## config.mk

```make
export PLATFORM = sky130hd
export DESIGN_NAME = rom_emu_ctrl
export DESIGN_NICKNAME = d
export VERILOG_FILES = /design/src/rtl/rom_emu_pkg.sv /design/src/rtl/rom_emu_sync.sv /design/src/rtl/rom_emu_host_eng.sv /design/src/rtl/rom_emu_bank_sel.sv /design/src/rtl/rom_emu_ctrl.sv
export SDC_FILE = /design/constraint.sdc
export NUM_CORES = 1
export LEC_CHECK = 0
export ABC_AREA = 1
export BUFFER_PORTS_ARGS = -buffer_cell sky130_fd_sc_hd__buf_2
export CORE_MARGIN = 5
export CORE_UTILIZATION = 29
export CTS_CLUSTER_DIAMETER = 60
export DETAILED_ROUTE_END_ITERATION = 10
export GPL_TIMING_DRIVEN = 0
export PLACE_DENSITY = 0.65
export SYNTH_ARGS = -nofsm -noshare
export SYNTH_HDL_FRONTEND = slang
export SYNTH_SLANG_ARGS = --single-unit
```

## constraint.sdc

```tcl
create_clock -name clk_i -period 2.25 [get_ports clk_i]
set_input_delay 0 -clock clk_i [delete_from_list [all_inputs] [get_ports clk_i]]
set_output_delay 0 -clock clk_i [all_outputs]
set_load 0.02 [all_outputs]
```

## src/rtl/rom_emu_pkg.sv

```systemverilog
package rom_emu_pkg;

  typedef enum logic [1:0] {
    ENG_IDLE,
    ENG_WR,
    ENG_REC,
    ENG_RD
  } eng_state_e;

  typedef struct packed {
    logic ce_n;
    logic oe_n;
    logic we_n;
  } sram_ctl_t;

  localparam int unsigned NUM_BANKS = 2;

endpackage

```

## src/rtl/rom_emu_sync.sv

```systemverilog
module rom_emu_sync #(
  parameter int unsigned STAGES = 2
) (
  input  logic clk_i,
  input  logic rst_ni,
  input  logic d_i,
  output logic q_o
);

  logic [STAGES-1:0] stg_q;

  generate
    if (STAGES == 1) begin : g_one
      always_ff @(posedge clk_i or negedge rst_ni) begin
        if (!rst_ni) stg_q <= '0;
        else         stg_q <= d_i;
      end
    end else begin : g_chain
      always_ff @(posedge clk_i or negedge rst_ni) begin
        if (!rst_ni) stg_q <= '0;
        else         stg_q <= {stg_q[STAGES-2:0], d_i};
      end
    end
  endgenerate

  assign q_o = stg_q[STAGES-1];

endmodule

```

## src/rtl/rom_emu_host_eng.sv

```systemverilog
module rom_emu_host_eng
  import rom_emu_pkg::*;
#(
  parameter int unsigned ADDR_W   = 15,
  parameter int unsigned DATA_W   = 8,
  parameter int unsigned WR_PULSE = 3,
  parameter int unsigned RD_WAIT  = 3
) (
  input  logic              clk_i,
  input  logic              rst_ni,
  input  logic              hold_i,
  input  logic [ADDR_W-1:0] addr_i,
  input  logic [DATA_W-1:0] wdata_i,
  input  logic              wr_i,
  input  logic              rd_i,
  input  logic [DATA_W-1:0] sh_rdata_i,
  output logic              idle_o,
  output logic              ready_o,
  output logic [DATA_W-1:0] rdata_o,
  output logic              rvalid_o,
  output logic [ADDR_W-1:0] sh_addr_o,
  output logic [DATA_W-1:0] sh_wdata_o,
  output sram_ctl_t         sh_ctl_o
);

  localparam int unsigned MAX_C = (WR_PULSE > RD_WAIT) ? WR_PULSE : RD_WAIT;
  localparam int unsigned CNT_W = (MAX_C > 1) ? $clog2(MAX_C) : 1;

  eng_state_e        state_q;
  logic [CNT_W-1:0]  cnt_q;
  logic [ADDR_W-1:0] addr_q;
  logic [DATA_W-1:0] wdata_q;
  logic [DATA_W-1:0] rdata_q;
  logic              rvalid_q;
  logic              wr_acc, rd_acc, cnt_zero;

  assign idle_o   = (state_q == ENG_IDLE);
  assign ready_o  = idle_o && !hold_i;
  assign wr_acc   = ready_o && wr_i;
  assign rd_acc   = ready_o && rd_i && !wr_i;
  assign cnt_zero = (cnt_q == '0);

  always_ff @(posedge clk_i or negedge rst_ni) begin
    if (!rst_ni) begin
      state_q  <= ENG_IDLE;
      cnt_q    <= '0;
      addr_q   <= '0;
      wdata_q  <= '0;
      rdata_q  <= '0;
      rvalid_q <= 1'b0;
    end else begin
      rvalid_q <= 1'b0;
      unique case (state_q)
        ENG_IDLE: begin
          if (wr_acc) begin
            state_q <= ENG_WR;
            cnt_q   <= CNT_W'(WR_PULSE - 1);
            addr_q  <= addr_i;
            wdata_q <= wdata_i;
          end else if (rd_acc) begin
            state_q <= ENG_RD;
            cnt_q   <= CNT_W'(RD_WAIT - 1);
            addr_q  <= addr_i;
          end
        end
        ENG_WR: begin
          if (cnt_zero) state_q <= ENG_REC;
          else          cnt_q   <= cnt_q - 1'b1;
        end
        ENG_REC: state_q <= ENG_IDLE;
        ENG_RD: begin
          if (cnt_zero) begin
            state_q  <= ENG_IDLE;
            rdata_q  <= sh_rdata_i;
            rvalid_q <= 1'b1;
          end else begin
            cnt_q <= cnt_q - 1'b1;
          end
        end
        default: state_q <= ENG_IDLE;
      endcase
    end
  end

  // chip enable spans the recovery cycle so the write edge sees a selected chip
  assign sh_ctl_o.ce_n = idle_o;
  assign sh_ctl_o.we_n = (state_q != ENG_WR);
  assign sh_ctl_o.oe_n = (state_q != ENG_RD);
  assign sh_addr_o     = addr_q;
  assign sh_wdata_o    = wdata_q;
  assign rdata_o       = rdata_q;
  assign rvalid_o      = rvalid_q;

  generate
    if (WR_PULSE > 1) begin : g_pw_chk
      assert_we_pulse_width_R5: assert property (@(posedge clk_i) disable iff (!rst_ni)
        $fell(sh_ctl_o.we_n) |=> !sh_ctl_o.we_n);
    end
  endgenerate

  assert_we_hold_R5: assert property (@(posedge clk_i) disable iff (!rst_ni)
    $rose(sh_ctl_o.we_n) |-> ($stable(sh_addr_o) && $stable(sh_wdata_o) && !sh_ctl_o.ce_n));

  assert_rvalid_pulse_R6: assert property (@(posedge clk_i) disable iff (!rst_ni)
    rvalid_o |=> !rvalid_o);

endmodule

```

## src/rtl/rom_emu_bank_sel.sv

```systemverilog
module rom_emu_bank_sel (
  input  logic clk_i,
  input  logic rst_ni,
  input  logic swap_req_i,
  input  logic eng_idle_i,
  input  logic tgt_idle_i,
  output logic active_o,
  output logic pend_o,
  output logic done_o
);

  logic active_q, pend_q, done_q, fire;

  assign fire = pend_q && eng_idle_i && tgt_idle_i;

  always_ff @(posedge clk_i or negedge rst_ni) begin
    if (!rst_ni) begin
      active_q <= 1'b0;
      pend_q   <= 1'b0;
      done_q   <= 1'b0;
    end else begin
      done_q <= fire;
      if (fire) active_q <= ~active_q;
      // request on the swap edge re-arms for the next swap
      pend_q <= (pend_q && !fire) || swap_req_i;
    end
  end

  assign active_o = active_q;
  assign pend_o   = pend_q;
  assign done_o   = done_q;

endmodule

```

## src/rtl/rom_emu_ctrl.sv

```systemverilog
module rom_emu_ctrl
  import rom_emu_pkg::*;
#(
  parameter int unsigned ADDR_W      = 15,
  parameter int unsigned DATA_W      = 8,
  parameter int unsigned WR_PULSE    = 3,
  parameter int unsigned RD_WAIT     = 3,
  parameter int unsigned SYNC_STAGES = 2
) (
  input  logic                         clk_i,
  input  logic                         rst_ni,
  input  logic [ADDR_W-1:0]            tgt_addr_i,
  input  logic                         tgt_ce_ni,
  input  logic                         tgt_oe_ni,
  output logic [DATA_W-1:0]            tgt_data_o,
  output logic                         tgt_drive_o,
  input  logic [ADDR_W-1:0]            host_addr_i,
  input  logic [DATA_W-1:0]            host_wdata_i,
  input  logic                         host_wr_i,
  input  logic                         host_rd_i,
  input  logic                         host_swap_i,
  output logic                         host_ready_o,
  output logic [DATA_W-1:0]            host_rdata_o,
  output logic                         host_rvalid_o,
  output logic                         swap_done_o,
  output logic                         active_bank_o,
  output logic [1:0][ADDR_W-1:0]       sram_addr_o,
  output logic [1:0][DATA_W-1:0]       sram_wdata_o,
  input  logic [1:0][DATA_W-1:0]       sram_rdata_i,
  output logic [1:0]                   sram_ce_no,
  output logic [1:0]                   sram_oe_no,
  output logic [1:0]                   sram_we_no
);

  logic              tgt_idle, tgt_idle_s;
  logic              eng_idle, swap_pend, active;
  logic [ADDR_W-1:0] sh_addr;
  logic [DATA_W-1:0] sh_wdata;
  sram_ctl_t         sh_ctl;

  assign tgt_idle = tgt_ce_ni | tgt_oe_ni;

  rom_emu_sync #(.STAGES(SYNC_STAGES)) u_tgt_sync (
    .clk_i (clk_i),
    .rst_ni(rst_ni),
    .d_i   (tgt_idle),
    .q_o   (tgt_idle_s)
  );

  rom_emu_bank_sel u_bank_sel (
    .clk_i     (clk_i),
    .rst_ni    (rst_ni),
    .swap_req_i(host_swap_i),
    .eng_idle_i(eng_idle),
    .tgt_idle_i(tgt_idle_s),
    .active_o  (active),
    .pend_o    (swap_pend),
    .done_o    (swap_done_o)
  );

  rom_emu_host_eng #(
    .ADDR_W  (ADDR_W),
    .DATA_W  (DATA_W),
    .WR_PULSE(WR_PULSE),
    .RD_WAIT (RD_WAIT)
  ) u_host_eng (
    .clk_i     (clk_i),
    .rst_ni    (rst_ni),
    .hold_i    (swap_pend),
    .addr_i    (host_addr_i),
    .wdata_i   (host_wdata_i),
    .wr_i      (host_wr_i),
    .rd_i      (host_rd_i),
    .sh_rdata_i(sram_rdata_i[~active]),
    .idle_o    (eng_idle),
    .ready_o   (host_ready_o),
    .rdata_o   (host_rdata_o),
    .rvalid_o  (host_rvalid_o),
    .sh_addr_o (sh_addr),
    .sh_wdata_o(sh_wdata),
    .sh_ctl_o  (sh_ctl)
  );

  // per-bank role mux: active bank follows target pins, shadow follows host engine
  for (genvar b = 0; b < NUM_BANKS; b++) begin : g_bank
    logic is_act;
    assign is_act = (active == 1'(b));
    always_comb begin
      if (is_act) begin
        sram_addr_o[b]  = tgt_addr_i;
        sram_wdata_o[b] = '0;
        sram_ce_no[b]   = tgt_ce_ni;
        sram_oe_no[b]   = tgt_oe_ni;
        sram_we_no[b]   = 1'b1;
      end else begin
        sram_addr_o[b]  = sh_addr;
        sram_wdata_o[b] = sh_wdata;
        sram_ce_no[b]   = sh_ctl.ce_n;
        sram_oe_no[b]   = sh_ctl.oe_n;
        sram_we_no[b]   = sh_ctl.we_n;
      end
    end
  end

  assign tgt_drive_o   = !tgt_ce_ni && !tgt_oe_ni;
  assign tgt_data_o    = tgt_drive_o ? sram_rdata_i[active] : '0;
  assign active_bank_o = active;

  assert_active_bank_read_only_R4: assert property (@(posedge clk_i) disable iff (!rst_ni)
    sram_we_no[active_bank_o]);

  assert_swap_only_when_safe_R8: assert property (@(posedge clk_i) disable iff (!rst_ni)
    (active_bank_o != $past(active_bank_o)) |-> $past(eng_idle && tgt_idle_s));

  assert_pend_blocks_host_R7: assert property (@(posedge clk_i) disable iff (!rst_ni)
    swap_pend |-> !host_ready_o);

  assert_done_follows_toggle_R9: assert property (@(posedge clk_i) disable iff (!rst_ni)
    swap_done_o |-> (active_bank_o != $past(active_bank_o)));

  assert_shadow_quiet_R10: assert property (@(posedge clk_i) disable iff (!rst_ni)
    host_ready_o |-> (sram_ce_no[~active_bank_o] && sram_we_no[~active_bank_o]));

endmodule

```

==> qor.csv <==
stage,metric,value,unit
place,pre-CTS WS,0.7857,ns
clock_network,clock sink count,41,
logic_synthesis,largest family of logic cells by synthesized area,compound AO/OA/AOI/OAI gates,
setup_path,CP arrival,1.77,ns
place,HPWL after detailed placement,6073,µm
detailed_routing,DRC viols,0,
clock_network,clk_lat worst skew,0.29,ns
logic_synthesis,top post-synthesis cells by area,"dfrtp_1 41%, nand2_1 13%, o21ai_0 10%",
timing,"Hold Vio Cnt, Final",0,
logic_synthesis,Yosys reg bits,41,
place,GPL Wtd Cong,0.7746,
clock_network,CTS Buf Count,5,
logic_synthesis,post-synth top area share,41.48,%
timing,worst hold slack,0.04921,ns
detailed_routing,WL per Instance,13.43,µm
worst_hold_path,Hold/Removal Path Class,input port to flip-flop,
timing,Max Clk Rate,565.3,MHz
finish,# diodes,0,
logic_synthesis,XOR/XNOR Fraction of Synth Area,0.3541,%
clock_network,maximum root-to-sink buffer count,2,
floorplan,die height,102.4,µm
setup_path,CP Cell Sequence,buf_2 -> clkinv_1 -> clkbuf_1 -> o21ai_0 -> buf_2,
setup_path,worst-path maximum fanout,10,
finish,Layout Cells excl Fill,616,
global_route,first-pass GRT wire length,13060,µm
timing,Worst-Margin Slew,0.9458,ns
logic_synthesis,Synth cell types,22,
global_route,overflow left after global routing,0,
power,Psw,2.691,mW
power,Leakage Power,2.103,nW
power,maximum VDD drop,0.0005903,V
floorplan,Die W,102.4,µm
power,Sw Share,51.84,%
setup_path,crit start category,flip-flop,
setup_path,Buf/Inv on CP,4,
finish,Filler cells,842,
global_route,initial antenna violation count,0,
floorplan,core area,8258,µm²
timing,Worst slew margin,36.95,%
logic_synthesis,Commonest cells post-synth,"84 x nand2_1, 65 x inv_1, 50 x o21ai_0",
clock_network,CTS H-tree lvls,2,
setup_path,"slowest stage delay, CP",0.48,ns
logic_synthesis,Synth Cell Area,2474,µm²
logic_synthesis,Simple-Gate Fraction of Synth Area,19.17,%
power,Clock power frac,12.0,%
detailed_routing,drt total wl,8271,µm
timing,worst setup margin,0.4810,ns
global_route,GR Util All Layers,15.92,%
setup_path,WS Path Type,flip-flop to output port,
timing,endpoints failing setup,0,
logic_synthesis,Post-synth EDFFs,0,
logic_synthesis,YS warnings,0,
setup_path,CP Capture Type,output port,
power,PwrDens,1389,nW/µm²
timing,setup TNS,0,ns
setup_path,cell family with most CP delay,buffers and inverters,
logic_synthesis,Synth Area in Compound Gates,23.67,%
logic_synthesis,"Net Count, Synth",397,
setup_path,slowest library cell on the worst path,clkbuf_1,
finish,fraction of layout cells with a size suffix above 1,35.23,%
timing,Tcrit/Tclk final,78.62,%
detailed_routing,post-DR vias/cell,4.459,
logic_synthesis,Post-Synth Adder-Cell Area,0.5058,%
setup_path,"Req. time, crit path",2.25,ns
clock_network,clock slew at reported path FFs,0.08,ns
detailed_routing,Vias,2747,
floorplan,die area,10480,µm²
outcome,status,"complete, no violations",
finish,Area growth syn-to-layout,51.09,%
floorplan,# rows,33,
logic_synthesis,most frequent cell after synthesis,nand2_1,
setup_path,cell repeated most along the worst path,buf_2,
power,Int Pwr,2.499,mW
detailed_routing,First-pass DRT Iterations,4,
power,Comb pwr share,63.8,%
logic_synthesis,sequential area share after synthesis,41.48,%
clock_network,setup bufs post-CTS,0,
global_route,vias in the first global route,2803,
timing,RSZ-0062 raised after global routing,no,
global_route,largest net degree at the start of global routing,42,
finish,Nets,572,
floorplan,I/O pin count,134,
timing,Final Max Tran Viols,0,
logic_synthesis,syn_area_per_cell,7.384,µm²
timing,Final Critical Period,1.769,ns
clock_network,Clk Tree Root Cell,clkbuf_8,
detailed_routing,DRT iter0 DRCs,112,
logic_synthesis,Async SR Flop Fraction,100.0,%
clock_network,CTS tree,done,
logic_synthesis,post-synthesis mux area share,0,%
logic_synthesis,leading area contributor after synthesis,dfrtp_1,
power,sequential share of power,24.2,%
floorplan,initial core utilization,29.95,%
timing,Fin Clk Skew,0.006077,ns
logic_synthesis,Mapped Cells,335,
place,cell count after placement,573,
place,IO buf count,133,
power,Tot Pwr,5.190,mW
logic_synthesis,top_reg_cell synth,dfrtp_1,
detailed_routing,Post-DRT Antenna Nets,0,
flow_run,Max Cap Viol,0,
-- state kept, by name, summed over array words and instances (netlist names) --
| name | cells |
|---|---|
| u_bank_sel.pend_o | 1 |
| u_host_eng.rdata_o | 8 |
| u_host_eng.cnt_q | 2 |
| u_host_eng.sh_addr_o | 15 |
| u_bank_sel.done_o | 1 |
| u_bank_sel.active_o | 1 |
| u_host_eng.sh_wdata_o | 8 |
| u_tgt_sync.stg_q | 2 |
| u_host_eng.state_q | 2 |
| u_host_eng.rvalid_o | 1 |
-- worst paths after layout --
check,startpoint,endpoint,slack (ns),depth (start not counted)
min in group asynchronous,rst_ni,u_host_eng.sh_wdata_o[0],0.39,2
setup / recovery,u_bank_sel.active_o,sram_addr_o[29],0.48,5
max in group asynchronous,rst_ni,u_host_eng.sh_addr_o[5],1.27,2
hold reg to reg,u_tgt_sync.stg_q[0],u_tgt_sync.stg_q[1],0.35,0
hold / removal,sram_rdata_i[14],u_host_eng.rdata_o[6],0.05,5
setup reg to reg,u_host_eng.cnt_q[0],u_host_eng.state_q[1],0.82,7
-- stage by stage --
stage,area [µm²],utilization (%)
after floorplan,2474,-
after global placement,3271,39.61
after detailed placement,3271,39.61
after CTS,3737,45.26
after global routing,3737,45.26
final,3737,45.26
-- cells in the final DEF, fill, tap and decap left out, drive strengths merged --
cell type and n:
bufinv 1, xor2 1, nand2 84, a21oi 17
clkbuf 17, clkinv 1, dfrtp 41, buf 143
o21bai 1, o21ai 65, nand4 1, nand3 7
nor2 22, ha 1, o211ai 9, inv 65
dlygate4sd3 35
-- per-layer routing --
metal	vias up	wire, µm	global-route usage, %	part of all wire (%)
met1	1246	3339	18.76	40
li1	1386	-	-	-
met4	0	196	6.054	2.4
met5	-	0	0	0
met2	101	4144	28.44	50
met3	14	590	3.140	7.1
-- cell families after synthesis --
| kind of cell | count (synthesis) |
|---|---|
| AOI/OAI and AO/OA | 92 |
| xor gates and xnor gates | 1 |
| adders and majority gates | 1 |
| buffers and inverters | 86 |
| DFF | 41 |
| and+or+nand+nor | 114 |
-- cell type report --
class	instances	area, µm²	area share (%)
multi-input combinational	208	1081	28.93
clock buffer	7	86.33	2.310
inverter	66	247.7	6.629
tap	105	131.4	3.515
clock inverter	1	30.03	0.8035
buffer	20	118.9	3.180
timing repair buffer	168	1016	27.18
sequential	41	1026	27.45
-- power by group through the flow --
stage               logic (mW)  clock network (mW)  registers (mW)
finish                    3.31               0.624            1.26
global placement          3.26                   0            1.26
global route              3.66               0.674            1.29
CTS                       3.35               0.648            1.26
detailed placement        3.30                   0            1.27
floorplan                 2.11                   0            1.34
-- repair_timing --
item,in CTS,in global routing
hold buffers,35,0
resized for setup,0,0
hold endpoints to repair,74,0
setup endpoints to repair,0,0
-- worst register-to-register path: stages, from the launching register on --
cell,delay [ns]
dfrtp_1,0.38
inv_1,0.05
ha_1,0.18
inv_1,0.09
clkbuf_1,0.35
a21oi_1,0.13
nand3_1,0.10
nand2_1,0.05
Power figures use the tool's default switching activity.
